## src/rtl/wh_port_pkg.sv

```systemverilog
package wh_port_pkg;
  typedef enum logic {
    MODE_SINGLE = 1'b0,
    MODE_BLOCK  = 1'b1
  } port_mode_e;
endpackage

```

## src/rtl/wh_move_detect.sv

```systemverilog
// Decides whether a flit crosses the port in the current cycle.
module wh_move_detect
  import wh_port_pkg::*;
#(
  parameter int N_IN  = 4,
  parameter int SEL_W = 2
) (
  input  port_mode_e       mode,
  input  logic [SEL_W-1:0] held_sel,
  input  logic             grant,
  input  logic [SEL_W-1:0] req_sel,
  input  logic [N_IN-1:0]  src_empty,
  input  logic             dst_full,
  output logic             head_move,
  output logic             body_move
);
  logic [SEL_W-1:0] src_sel;
  logic             src_ready;

  always_comb begin
    src_sel   = (mode == MODE_BLOCK) ? held_sel : req_sel;
    src_ready = !src_empty[src_sel] && !dst_full;
    head_move = (mode == MODE_SINGLE) && grant && src_ready;
    body_move = (mode == MODE_BLOCK) && src_ready;
  end
endmodule

```

## src/rtl/wh_body_counter.sv

```systemverilog
// Remaining body flits of the current block transfer.
module wh_body_counter #(
  parameter int CNT_W = 3
) (
  input  logic             clk,
  input  logic             rst,
  input  logic             load,
  input  logic [CNT_W-1:0] load_val,
  input  logic             dec,
  output logic             last
);
  localparam logic [CNT_W-1:0] ONE = CNT_W'(1);
  logic [CNT_W-1:0] remain;

  always_ff @(posedge clk) begin
    if (rst)       remain <= '0;
    else if (load) remain <= load_val;
    else if (dec)  remain <= remain - ONE;
  end

  assign last = (remain == ONE);
endmodule

```

## src/rtl/wh_mode_fsm.sv

```systemverilog
// Service-level state of the port: free (single) or reserved (block).
module wh_mode_fsm
  import wh_port_pkg::*;
(
  input  logic       clk,
  input  logic       rst,
  input  logic       head_move,
  input  logic       head_blk,
  input  logic       head_cnt_nz,
  input  logic       body_move,
  input  logic       last_body,
  output port_mode_e mode,
  output logic       take_block
);
  port_mode_e mode_nx;

  always_comb begin
    take_block = head_move && head_blk && head_cnt_nz;
    mode_nx    = mode;
    unique case (mode)
      MODE_SINGLE: if (take_block) mode_nx = MODE_BLOCK;
      MODE_BLOCK:  if (body_move && last_body) mode_nx = MODE_SINGLE;
      default:     mode_nx = MODE_SINGLE;
    endcase
  end

  always_ff @(posedge clk) begin
    if (rst) mode <= MODE_SINGLE;
    else     mode <= mode_nx;
  end
endmodule

```

## src/rtl/wh_port_ctrl.sv

```systemverilog
module wh_port_ctrl
  import wh_port_pkg::*;
#(
  parameter int N_IN  = 4,
  parameter int CNT_W = 3,
  localparam int SEL_W = (N_IN > 1) ? $clog2(N_IN) : 1
) (
  input  logic             clk,
  input  logic             rst,
  input  logic             grant_i,
  input  logic [SEL_W-1:0] sel_i,
  input  logic             blk_i,
  input  logic [CNT_W-1:0] cnt_i,
  input  logic [N_IN-1:0]  src_empty_i,
  input  logic             dst_full_i,
  output logic             reserved_o,
  output logic [SEL_W-1:0] sel_o,
  output logic             wr_n_o
);
  port_mode_e mode;
  logic       head_move, body_move, last_body, take_block;

  wh_move_detect #(.N_IN(N_IN), .SEL_W(SEL_W)) u_move (
    .mode(mode), .held_sel(sel_o), .grant(grant_i), .req_sel(sel_i),
    .src_empty(src_empty_i), .dst_full(dst_full_i),
    .head_move(head_move), .body_move(body_move)
  );

  wh_body_counter #(.CNT_W(CNT_W)) u_cnt (
    .clk(clk), .rst(rst), .load(take_block), .load_val(cnt_i),
    .dec(body_move), .last(last_body)
  );

  wh_mode_fsm u_fsm (
    .clk(clk), .rst(rst), .head_move(head_move), .head_blk(blk_i),
    .head_cnt_nz(cnt_i != '0), .body_move(body_move), .last_body(last_body),
    .mode(mode), .take_block(take_block)
  );

  assign reserved_o = (mode == MODE_BLOCK);

  always_ff @(posedge clk) begin
    if (rst) begin
      sel_o  <= '0;
      wr_n_o <= 1'b1;
    end else begin
      wr_n_o <= !(head_move || body_move);
      if (head_move) sel_o <= sel_i;
    end
  end
endmodule

```

## config.mk

```make
export PLATFORM = sky130hd
export DESIGN_NAME = wh_port_ctrl
export DESIGN_NICKNAME = d
export VERILOG_FILES = /design/src/rtl/wh_port_pkg.sv /design/src/rtl/wh_move_detect.sv /design/src/rtl/wh_body_counter.sv /design/src/rtl/wh_mode_fsm.sv /design/src/rtl/wh_port_ctrl.sv
export SDC_FILE = /design/constraint.sdc
export NUM_CORES = 1
export LEC_CHECK = 0
export BUFFER_PORTS_ARGS = -buffer_cell sky130_fd_sc_hd__clkbuf_2
export CORE_AREA = 2 2 39 41
export DETAILED_ROUTE_END_ITERATION = 7
export DIE_AREA = 0 0 41 43
export MAX_ROUTING_LAYER = met4
export SYNTH_ARGS = -nofsm -noshare
export SYNTH_HDL_FRONTEND = slang
export SYNTH_SLANG_ARGS = --single-unit
```

## constraint.sdc

```tcl
create_clock -name clk -period 2 [get_ports clk]
set_input_delay 0 -clock clk [delete_from_list [all_inputs] [get_ports clk]]
set_output_delay 0 -clock clk [all_outputs]
set_load 0.01 [all_outputs]
```

==> metrics, run 1 <==
Die Y=43 um; Initial Utilization=31.4%; Setup TNS=0 ns; post-synthesis cell count=46; die area=1760 um^2; # DRC=0; worst hold margin=between 0.008 and 0.009 ns; status=finished, final reports clean; post-synthesis cell type count=28; via/cell ratio=between 4 and 5; port bufs=17; clk_skew=between 0.0006 and 0.0007 ns; Final Slew Violations=0; final setup fails=0; Max-Cap Viols=0; largest net degree at the start of global routing=12; Core Rows=14; Least-Margin Pin Slew=0.531 ns; H-tree depth=1; Max VDD drop=approximately 0.23 mV; clock latency at the later pin of the worst-skew pair=0.26 ns; CP max stage delay=0.36 ns; Hold Crit Depth=3; Tot Pwr=0.000369 W; Mapped Nets=62; core area=1380 um^2; number of global-route vias before repair=378; CP Depth=7; Critical Path AT=roughly 2.1 ns; gpl congestion=0.755; slowest stage cell, crit path=a221oi_4; Wirelength per Cell=roughly 12 um; CTS max path bufs=2; Final Non-Filler Cells=between 80 and 90; register bit total from synthesis=7; Seq/Total Area, Yosys=32.3%; static leakage=0.270 nW; crit end category=flip-flop; Yosys warnings=0; final hold violations=0; CP Max Fanout=4; DR pass1 iterations=4; CP Buf/Inv Count=1; Clock transition at path regs=0.05 ns; placed insts=81; fmax=0.516 GHz; Layout area overhead=42.1%; final WL=1010 um; CP required=2.18 ns; fin crit share=96.9%; CP Launch Type=flip-flop; Slew headroom=64.1%; R2R depth=7; initial antenna violation count=0; CTS root buf=clkbuf_4; power per cell area=599 nW/um^2; chip width=41 um; Synth Area per Inst=roughly 9.4 um^2; Fillers=147; worst path cell trace=mux2i_2 > mux2_4 > a221oi_4 > buf_4 > nand3_2 > xor2_1 > a211oi_1; via count=433; hpwl dp=728 um; Synth Cell Area=434 um^2; antenna violation net count after detailed routing=0; class of the worst hold path=in -> reg; first-pass GRT wire length=about 1500 um; crit path kind=reg -> reg; Crit path max-delay family=multiplexers; ANT cells=0; fraction of layout cells with a size suffix above 1=around 48%; io pins=18; TritonCTS buffer count=3; Clock Sinks=7; CTS tree=built; iteration-0 DRC count of the detailed router=1; min cycle time layout=between 1.5 and 2 ns; total track usage=13.4%; total grt overflow=0; fin nets=88
## path summary, 6_finish.rpt
| path | from | endpoint | slack, ns |
|---|---|---|---|
| worst max-delay path | u_fsm.mode$_SDFF_PP0_ | u_cnt.remain[2]$_SDFFE_PP0P_ | 0.06 |
| worst min-delay path | cnt_i[1] | u_cnt.remain[1]$_SDFFE_PP0P_ | 0.009 |
| worst max register to register | u_fsm.mode$_SDFF_PP0_ | u_cnt.remain[2]$_SDFFE_PP0P_ | 0.06 |
| worst min register to register | sel_o[1]$_SDFFE_PP0N_ | sel_o[1]$_SDFFE_PP0N_ | 0.51 |
## per-stage QoR
stage | area, um^2 | util [%] | setup slack [ns]
CTS | 593 | 42.9 | 0.0334
global placement | 557 | 40.2 | 0.111
global route | 617 | 44.6 | -0.00547
finish | 617 | 44.6 | 0.0626
floorplan | 434 | - | 0.0268
detailed placement | 557 | 40.2 | 0.0564
## kinds of logic after synthesis
family                   share of synthesized area [%]
AO/OA/AOI/OAI                                     20.5
XOR/XNOR                                          4.04
adder cells (fa/ha/maj)                           5.76
buffers and inverters                             3.75
flip-flops                                        32.3
multiplexers                                      10.4
AND/OR/NAND/NOR                                   23.3
## sequential cells by signal, indices dropped and copies added, names as in the netlist
name	count
sel_o	2
wr_n_o	1
u_fsm.mode	1
u_cnt.remain	3
## synth_stat cells
library cell | number | area [um^2]
nand2_1 | 2 | 7.51
dfxtp_1 | 7 | 140
nand2b_1 | 1 | 6.26
a211oi_1 | 2 | 15.0
nand2_2 | 1 | 6.26
nor3_1 | 1 | 5.00
a221o_1 | 1 | 10.0
a21oi_2 | 1 | 8.76
ha_1 | 2 | 25.0
o21a_1 | 1 | 7.51
nor2_1 | 6 | 22.5
nand3_1 | 1 | 5.00
nand3_2 | 1 | 10.0
o32ai_1 | 1 | 8.76
mux2i_1 | 3 | 30.0
a21oi_1 | 1 | 5.00
nor4bb_1 | 1 | 10.0
inv_1 | 3 | 11.3
buf_2 | 1 | 5.00
xnor2_1 | 1 | 8.76
a221oi_4 | 1 | 26.3
and3_1 | 1 | 6.26
and3b_1 | 1 | 8.76
o211ai_1 | 1 | 7.51
xor2_1 | 1 | 8.76
or2_2 | 1 | 6.26
mux2_4 | 1 | 15.0
nand3b_1 | 1 | 7.51
## cells in the final DEF, fill, tap and decap left out, types with 2 or more instances in the layout
cell	Yosys	routed
ha_1	2	2
inv_1	3	3
clkbuf_2	0	17
dfxtp_1	7	6
mux2i_1	3	2
nor2_1	6	5
nand2_1	2	2
clkbuf_4	0	3
buf_4	0	3
## final cells by class
cell class / instances / area, um^2 / share of cell area, %
sequential: 7 / 141 / 22.9
timing repair buffer: 22 / 129 / 20.9
inverter: 3 / 11.3 / 1.83
clock buffer: 4 / 26.3 / 4.26
multi-input combinational: 35 / 289 / 46.9
tap: 16 / 20.0 / 3.25
## tightest hold or removal path: cells and delay by family
kind / cells / cell delay, ns
compound gates: 1 / 0.05
buf+inv: 1 / 0.09
simple gates: 1 / 0.08
## what timing repair did
item                       4_1_cts  5_1_grt
setup endpoints to repair        0        5
gates resized for setup          0        5
buffers inserted                 0        1
hold buffers                     1        0
hold endpoints to repair         1        0
## metal layers
metal	routed length [um]	track usage, %	vias to the layer above
met5	0	-	-
met1	442	15.3	199
li1	-	-	215
met2	469	20.3	16
met4	25	8.00	0
met3	77	3.14	3
## power by group
part           leakage, nW  internal [W]  switching (W)  total (W)
sequential          0.0574      0.000147     0.00000336   0.000150
clock               0.0150     0.0000764      0.0000565   0.000133
combinational        0.198     0.0000447      0.0000417  0.0000863
total                0.270      0.000268       0.000102   0.000369
Note: power is estimated with default switching activity, not from simulation.
==> inputs of run 2 (changes only) <==
--- a/config.mk
+++ b/config.mk
@@ -10,6 +10,7 @@
 export DETAILED_ROUTE_END_ITERATION = 7
 export DIE_AREA = 0 0 41 43
 export MAX_ROUTING_LAYER = met4
+export PLACE_DENSITY = 0.7
 export SYNTH_ARGS = -nofsm -noshare
 export SYNTH_HDL_FRONTEND = slang
 export SYNTH_SLANG_ARGS = --single-unit
==> run 2 against run 1 <==
Compared with the run above:
- hold slack improved by 0.0055 ns
- via count grew 1.4%
- largest cell class unchanged
- first-iteration DRC count rose to 5.0 times the previous value
==> metrics, run 2 (synthesis results as in run 1) <==
status=finished, final reports clean (unchanged); CTS max path bufs=2 (unchanged); Internal=0.000273 W (was 0.000268 W); Least-Margin Pin Slew=0.703 ns (was 0.531 ns); Final Non-Filler Cells=88 (was 87); Largest regs=u_cnt.remain (3), sel_o (2) (unchanged); R2R Setup Slk=0.09 ns (was 0.06 ns); placed insts=81 (unchanged); slowest stage cell, crit path=dfxtp_2 (was a221oi_4); class of the worst hold path=in -> reg (unchanged); iteration-0 DRC count of the detailed router=5 (was 1); TritonCTS buffer count=3 (unchanged); final worst setup slack=0.0896 ns (was 0.0626 ns); CTS root buf=clkbuf_4 (unchanged); Core Rows=14 (unchanged); Top reg by flops=u_cnt.remain (unchanged); number of global-route vias before repair=392 (was 378); Fillers=133 (was 147); Die Y=43 um (unchanged); final WL=996 um (was 1010 um); via/cell ratio=4.99 (was 4.98); Max-Cap Viols=0 (unchanged); worst slack at placement=0.0117 ns (was 0.0564 ns); Wirelength per Cell=11.3 um (was 11.7 um); P_sw=0.000101 W (was 0.000102 W); first-pass GRT wire length=1570 um (was 1500 um); Max VDD drop=0.371 mV (was 0.230 mV); final setup fails=0 (unchanged); Tot Pwr=0.000373 W (was 0.000369 W); sw frac=27.0% (was 27.5%); Comb pwr share=25.6% (was 23.4%); Initial Utilization=31.4% (unchanged); fmax=0.523 GHz (was 0.516 GHz); Critical Path AT=2.10 ns (was 2.11 ns); port bufs=17 (unchanged); Layout area overhead=49.3% (was 42.1%); crit end category=flip-flop (unchanged); largest net degree at the start of global routing=12 (unchanged); crit path kind=reg -> reg (unchanged); chip width=41 um (unchanged); most common cell after layout, fill and taps aside=clkbuf_2 (unchanged); # DRC=0 (unchanged); fraction of layout cells with a size suffix above 1=52.8% (was 47.9%); io pins=18 (unchanged); CP Launch Type=flip-flop (unchanged); CTS tree=built (unchanged); final hold violations=0 (unchanged); CP max stage delay=0.33 ns (was 0.36 ns); reg2reg start=u_fsm.mode$_SDFF_PP0_ (unchanged); clock latency at the later pin of the worst-skew pair=0.25 ns (was 0.26 ns); static leakage=0.298 nW (was 0.270 nW); ANT cells=0 (unchanged); Hold Crit Depth=3 (unchanged); CP required=2.19 ns (was 2.18 ns); CP Max Fanout=5 (was 4); Clock transition at path regs=0.05 ns (about the same); power per cell area=576 nW/um^2 (was 599 nW/um^2); Worst Hold Launch=cnt_i[1] (unchanged); antenna violation net count after detailed routing=0 (unchanged); Post-DP Area=557 um^2 (unchanged); gpl congestion=0.750 (was 0.755); worst path cell trace=mux2i_2 > mux2_4 > a221oi_4 > buf_6 > nand2_4 > a221o_1 > a21oi_2 (was mux2i_2 > mux2_4 > a221oi_4 > buf_4 > nand3_2 > xor2_1 > a211oi_1); Crit path max-delay family=compound AO/OA/AOI/OAI gates (was multiplexers); CP Buf/Inv Count=1 (unchanged); hpwl dp=731 um (was 728 um); clk_skew=0.00467 ns (was 0.000619 ns); total track usage=13.4% (about the same); min cycle time layout=1.91 ns (was 1.94 ns); R2R depth=7 (unchanged); FF-to-FF End=u_cnt.remain[1]$_SDFFE_PP0P_ (was u_cnt.remain[2]$_SDFFE_PP0P_); die area=1760 um^2 (unchanged); design area=648 um^2 (was 617 um^2); core area=1380 um^2 (unchanged); Clock Power Share=34.1% (was 36.0%); max FFs per register=3 (unchanged); H-tree depth=1 (unchanged); fin nets=89 (was 88); total grt overflow=0 (unchanged); Worst Hold End=u_cnt.remain[1]$_SDFFE_PP0P_ (unchanged); highest-count cells in the layout ignoring fill and taps=17 x clkbuf_2, 6 x dfxtp_1, 4 x nor2_1 (was 17 x clkbuf_2, 6 x dfxtp_1, 5 x nor2_1); DR pass1 iterations=4 (unchanged); fin crit share=95.5% (was 96.9%); initial antenna violation count=0 (unchanged); Reg power frac=40.3% (was 40.6%); Clock Sinks=7 (unchanged); via count=439 (was 433); Final Slew Violations=0 (unchanged); Setup TNS=0 ns (unchanged); Slew headroom=52.5% (was 64.1%)
[run 2: repair_timing]
action,CTS,global route
gates resized for setup,0,11
hold endpoints to repair,1,0
endpoints found under the setup margin,0,6
hold buffers,1,0
buffers inserted,0,2
[run 2: worst max path at each step]
stage                     startpoint                      endpoint  slack (ns)  depth (start not counted)
6_report       u_fsm.mode$_SDFF_PP0_  u_cnt.remain[1]$_SDFFE_PP0P_        0.09                          7
5_1_grt        u_fsm.mode$_SDFF_PP0_  u_cnt.remain[1]$_SDFFE_PP0P_      -0.001                          7
4_1_cts        u_fsm.mode$_SDFF_PP0_  u_cnt.remain[0]$_SDFFE_PP0P_       0.004                          6
3_5_place_dp   u_fsm.mode$_SDFF_PP0_  u_cnt.remain[0]$_SDFFE_PP0P_        0.01                          6
3_3_place_gp   u_fsm.mode$_SDFF_PP0_  u_cnt.remain[2]$_SDFFE_PP0P_        0.07                          7
2_1_floorplan  u_fsm.mode$_SDFF_PP0_         sel_o[0]$_SDFFE_PP0N_        0.03                          6
[run 2: metal layers]
metal | vias up | wire length, um | GRT usage, % | share of wire (%)
met2 | 12 | 495 | 20.3 | 50
met3 | 2 | 33 | 6.28 | 3.3
met4 | 0 | 11 | 4.00 | 1.1
met1 | 205 | 455 | 15.1 | 46
li1 | 220 | - | - | -
met5 | - | 0 | - | 0
[run 2: metrics by stage]
step                utilization [%]  hold WS [ns]
floorplan                         -        0.0624
global placement               40.2         0.247
detailed placement             40.2         0.243
CTS                            42.9     0.0000848
global route                   46.8        0.0278
finish                         46.8        0.0144
[run 2: layout make-up]
class | instances | area, um^2 | area share [%]
multi-input cells | 35 | 309 | 47.7
clock buffers | 4 | 26.3 | 4.05
well taps | 16 | 20.0 | 3.09
inverters | 3 | 11.3 | 1.74
repair buffers | 23 | 140 | 21.6
flip-flops and latches | 7 | 141 | 21.8
[run 2: worst min-delay path, stage by stage]
cell	delay, ns
clkbuf_2	0.09
nand3_1	0.08
a21oi_2	0.05
[run 2: power groups by stage]
| stage | combinational (W) | sequential (W) | clock [W] |
|---|---|---|---|
| 3_5_place_dp | 0.0000773 | 0.000153 | 0 |
| 3_3_place_gp | 0.0000762 | 0.000153 | 0 |
| 6_report | 0.0000957 | 0.000150 | 0.000127 |
| 2_1_floorplan | 0.0000439 | 0.000154 | 0 |
| 4_1_cts | 0.0000796 | 0.000150 | 0.000133 |
| 5_1_grt | 0.000104 | 0.000151 | 0.000140 |
==> inputs of run 3 (changes only) <==
--- a/config.mk
+++ b/config.mk
@@ -6,11 +6,11 @@
 export NUM_CORES = 1
 export LEC_CHECK = 0
 export BUFFER_PORTS_ARGS = -buffer_cell sky130_fd_sc_hd__clkbuf_2
-export CORE_AREA = 2 2 39 41
+export CORE_MARGIN = 1.5
+export CORE_UTILIZATION = 25
 export DETAILED_ROUTE_END_ITERATION = 7
-export DIE_AREA = 0 0 41 43
 export MAX_ROUTING_LAYER = met4
-export PLACE_DENSITY = 0.7
+export PLACE_DENSITY = 0.59
 export SYNTH_ARGS = -nofsm -noshare
 export SYNTH_HDL_FRONTEND = slang
 export SYNTH_SLANG_ARGS = --single-unit
==> run 3 against run 2 <==
Compared with the run above:
- the run now ends with DRC left
- clock skew grew 0.0027 ns
- maximum frequency up 0.36%
- register-to-register slack barely moved
- routed wire length shrank 6.6%
- sequential cell count is the same
- hold slack worse by 0.0019 ns
- highest routed layer unchanged
==> metrics, run 3 (synthesis results as in run 1) <==
status=finished, violations left (was finished, final reports clean); failing checks=DRC; Layout area overhead=41.2% (was 49.3%); via count=408 (was 439); CP Max Fanout=7 (was 5); clk_skew=0.00742 ns (was 0.00467 ns); clock latency at the later pin of the worst-skew pair=0.26 ns (was 0.25 ns); Worst Hold End=u_cnt.remain[1]$_SDFFE_PP0P_ (unchanged); Initial Utilization=27.8% (was 31.4%); final hold violations=0 (unchanged); first-pass GRT wire length=1410 um (was 1570 um); most common cell after layout, fill and taps aside=clkbuf_2 (unchanged); Clock transition at path regs=0.06 ns (was 0.05 ns); Hold Crit Depth=3 (unchanged); P_sw=0.0000995 W (was 0.000101 W); Post-DP Area=549 um^2 (was 557 um^2); design area=613 um^2 (was 648 um^2); worst path cell trace=mux2i_2 > mux2_4 > a221oi_4 > buf_6 > nand2_2 > a221o_1 > a21oi_2 (was mux2i_2 > mux2_4 > a221oi_4 > buf_6 > nand2_4 > a221o_1 > a21oi_2); via/cell ratio=4.74 (was 4.99); Internal=0.000264 W (was 0.000273 W); Fillers=157 (was 133); CTS max path bufs=2 (unchanged); fraction of layout cells with a size suffix above 1=48.6% (was 52.8%); ANT cells=0 (unchanged); Reg power frac=41.4% (was 40.3%); port bufs=17 (unchanged); R2R depth=7 (unchanged); Final Slew Violations=0 (unchanged); antenna violation net count after detailed routing=0 (unchanged); core area=1560 um^2 (was 1380 um^2); number of global-route vias before repair=349 (was 392); Max VDD drop=0.378 mV (was 0.371 mV); FF-to-FF End=u_cnt.remain[1]$_SDFFE_PP0P_ (unchanged); power per cell area=593 nW/um^2 (was 576 nW/um^2); initial antenna violation count=0 (unchanged); CP max stage delay=0.34 ns (was 0.33 ns); H-tree depth=1 (unchanged); R2R Setup Slk=0.1 ns (was 0.09 ns); largest net degree at the start of global routing=12 (unchanged); final setup fails=0 (unchanged); final worst setup slack=0.0965 ns (was 0.0896 ns); CTS tree=built (unchanged); hpwl dp=746 um (was 731 um); iteration-0 DRC count of the detailed router=7 (was 5); slowest stage cell, crit path=dfxtp_2 (unchanged); CP Launch Type=flip-flop (unchanged); Wirelength per Cell=10.8 um (was 11.3 um); chip width=44.7 um (was 41 um); Critical Path AT=2.09 ns (was 2.10 ns); Clock Power Share=35.4% (was 34.1%); Max-Cap Viols=0 (unchanged); Die Y=44.7 um (was 43 um); fin nets=87 (was 89); Top reg by flops=u_cnt.remain (unchanged); Core Rows=14 (unchanged); static leakage=0.269 nW (was 0.298 nW); footprint of the multi-input gates=292 um^2 (was 309 um^2); gpl congestion=0.759 (was 0.750); class of the worst hold path=in -> reg (unchanged); # DRC=1 (was 0); Least-Margin Pin Slew=0.449 ns (was 0.703 ns); io pins=18 (unchanged); Largest regs=u_cnt.remain (3), sel_o (2) (unchanged); Clock Sinks=7 (unchanged); CTS root buf=clkbuf_4 (unchanged); min cycle time layout=1.90 ns (was 1.91 ns); DR pass1 iterations=6 (was 4); CP required=2.19 ns (about the same); crit path kind=reg -> reg (unchanged); TritonCTS buffer count=3 (unchanged); reg2reg start=u_fsm.mode$_SDFF_PP0_ (unchanged); Slew headroom=69.7% (was 52.5%); final WL=930 um (was 996 um); Comb pwr share=23.2% (was 25.6%); fin crit share=95.2% (was 95.5%); total track usage=10.8% (was 13.4%); total grt overflow=0 (unchanged); max FFs per register=3 (unchanged); register area=141 um^2 (unchanged); worst slack at placement=0.0562 ns (was 0.0117 ns); highest-count cells in the layout ignoring fill and taps=17 x clkbuf_2, 6 x nor2_1, 6 x dfxtp_1 (was 17 x clkbuf_2, 6 x dfxtp_1, 4 x nor2_1); sw frac=27.4% (was 27.0%); Worst Hold Launch=cnt_i[1] (unchanged); fmax=0.525 GHz (was 0.523 GHz); die area=2000 um^2 (was 1760 um^2); crit end category=flip-flop (unchanged)
-- run 3: cell count changes in the layout (fill, tap and decap cells not counted) --
| cell | before | now |
|---|---|---|
| clkinv_2 | 0 | 1 |
| nor2_1 | 4 | 6 |
| nor2_2 | 2 | 0 |
| buf_4 | 3 | 2 |
| nand2_4 | 2 | 0 |
| nand2_2 | 0 | 1 |
| buf_6 | 2 | 1 |
| clkbuf_1 | 1 | 0 |
| nand2_1 | 1 | 2 |
-- run 3: area by class of cell --
class / count / area share (%)
clock buffer: 3 / 3.67
inverter: 3 / 1.84
sequential: 7 / 23.1
clock inverter: 1 / 0.816
tap: 16 / 3.27
timing repair buffer: 21 / 19.8
multi-input combinational: 35 / 47.6
-- run 3: worst max path at each step --
stage                                startpoint                            to  slack [ns]  cells after the start
final                     u_fsm.mode$_SDFF_PP0_  u_cnt.remain[1]$_SDFFE_PP0P_         0.1                      7
after global routing      u_fsm.mode$_SDFF_PP0_  u_cnt.remain[1]$_SDFFE_PP0P_     -0.0008                      7
after CTS                 u_fsm.mode$_SDFF_PP0_  u_cnt.remain[1]$_SDFFE_PP0P_        0.04                      7
after detailed placement  u_fsm.mode$_SDFF_PP0_  u_cnt.remain[2]$_SDFFE_PP0P_        0.06                      7
after global placement    u_fsm.mode$_SDFF_PP0_  u_cnt.remain[2]$_SDFFE_PP0P_        0.08                      7
after floorplan           u_fsm.mode$_SDFF_PP0_         sel_o[0]$_SDFFE_PP0N_        0.03                      6
-- run 3: routing by layer --
metal / share of wire (%) / wire [um] / GRT usage, %
met5: 0 / 0 / -
met4: 1.8 / 17 / 5.45
met3: 6.3 / 59 / 6.12
met2: 45 / 419 / 14.8
met1: 47 / 433 / 12.3
-- run 3: through the flow --
step | setup TNS (ns) | power (W) | instances | utilization (%) | hold slack, ns
2_1_floorplan | 0 | 0.000198 | 46 | - | 0.0624
3_3_place_gp | 0 | 0.000228 | 80 | 35.2 | 0.244
3_5_place_dp | 0 | 0.000229 | 80 | 35.2 | 0.247
4_1_cts | 0 | 0.000363 | 85 | 37.6 | 0.00909
5_1_grt | -0.000753 | 0.000386 | 86 | 39.3 | 0.0220
6_report | 0 | 0.000364 | 86 | 39.3 | 0.0125
-- run 3: worst max-delay path: cells and delay by family, from the launching register on --
kind                   cells  cell delay, ns
muxes                      2            0.56
buffers and inverters      1            0.16
and+or+nand+nor            1            0.07
DFF                        1            0.34
AOI/OAI and AO/OA          3            0.70
-- run 3: power groups by stage --
stage          clock (W)  combinational [W]  sequential [W]
4_1_cts         0.000135          0.0000778        0.000150
3_3_place_gp           0          0.0000754        0.000153
2_1_floorplan          0          0.0000439        0.000154
5_1_grt         0.000142          0.0000923        0.000151
6_report        0.000129          0.0000845        0.000150
3_5_place_dp           0          0.0000759        0.000153
-- run 3: what timing repair did --
action                                  4_1_cts  5_1_grt
setup buffers                                 0        1
resized for setup                             0        5
endpoints found under the setup margin        0        3
hold endpoints to repair                      1        0
hold buffers                                  1        0
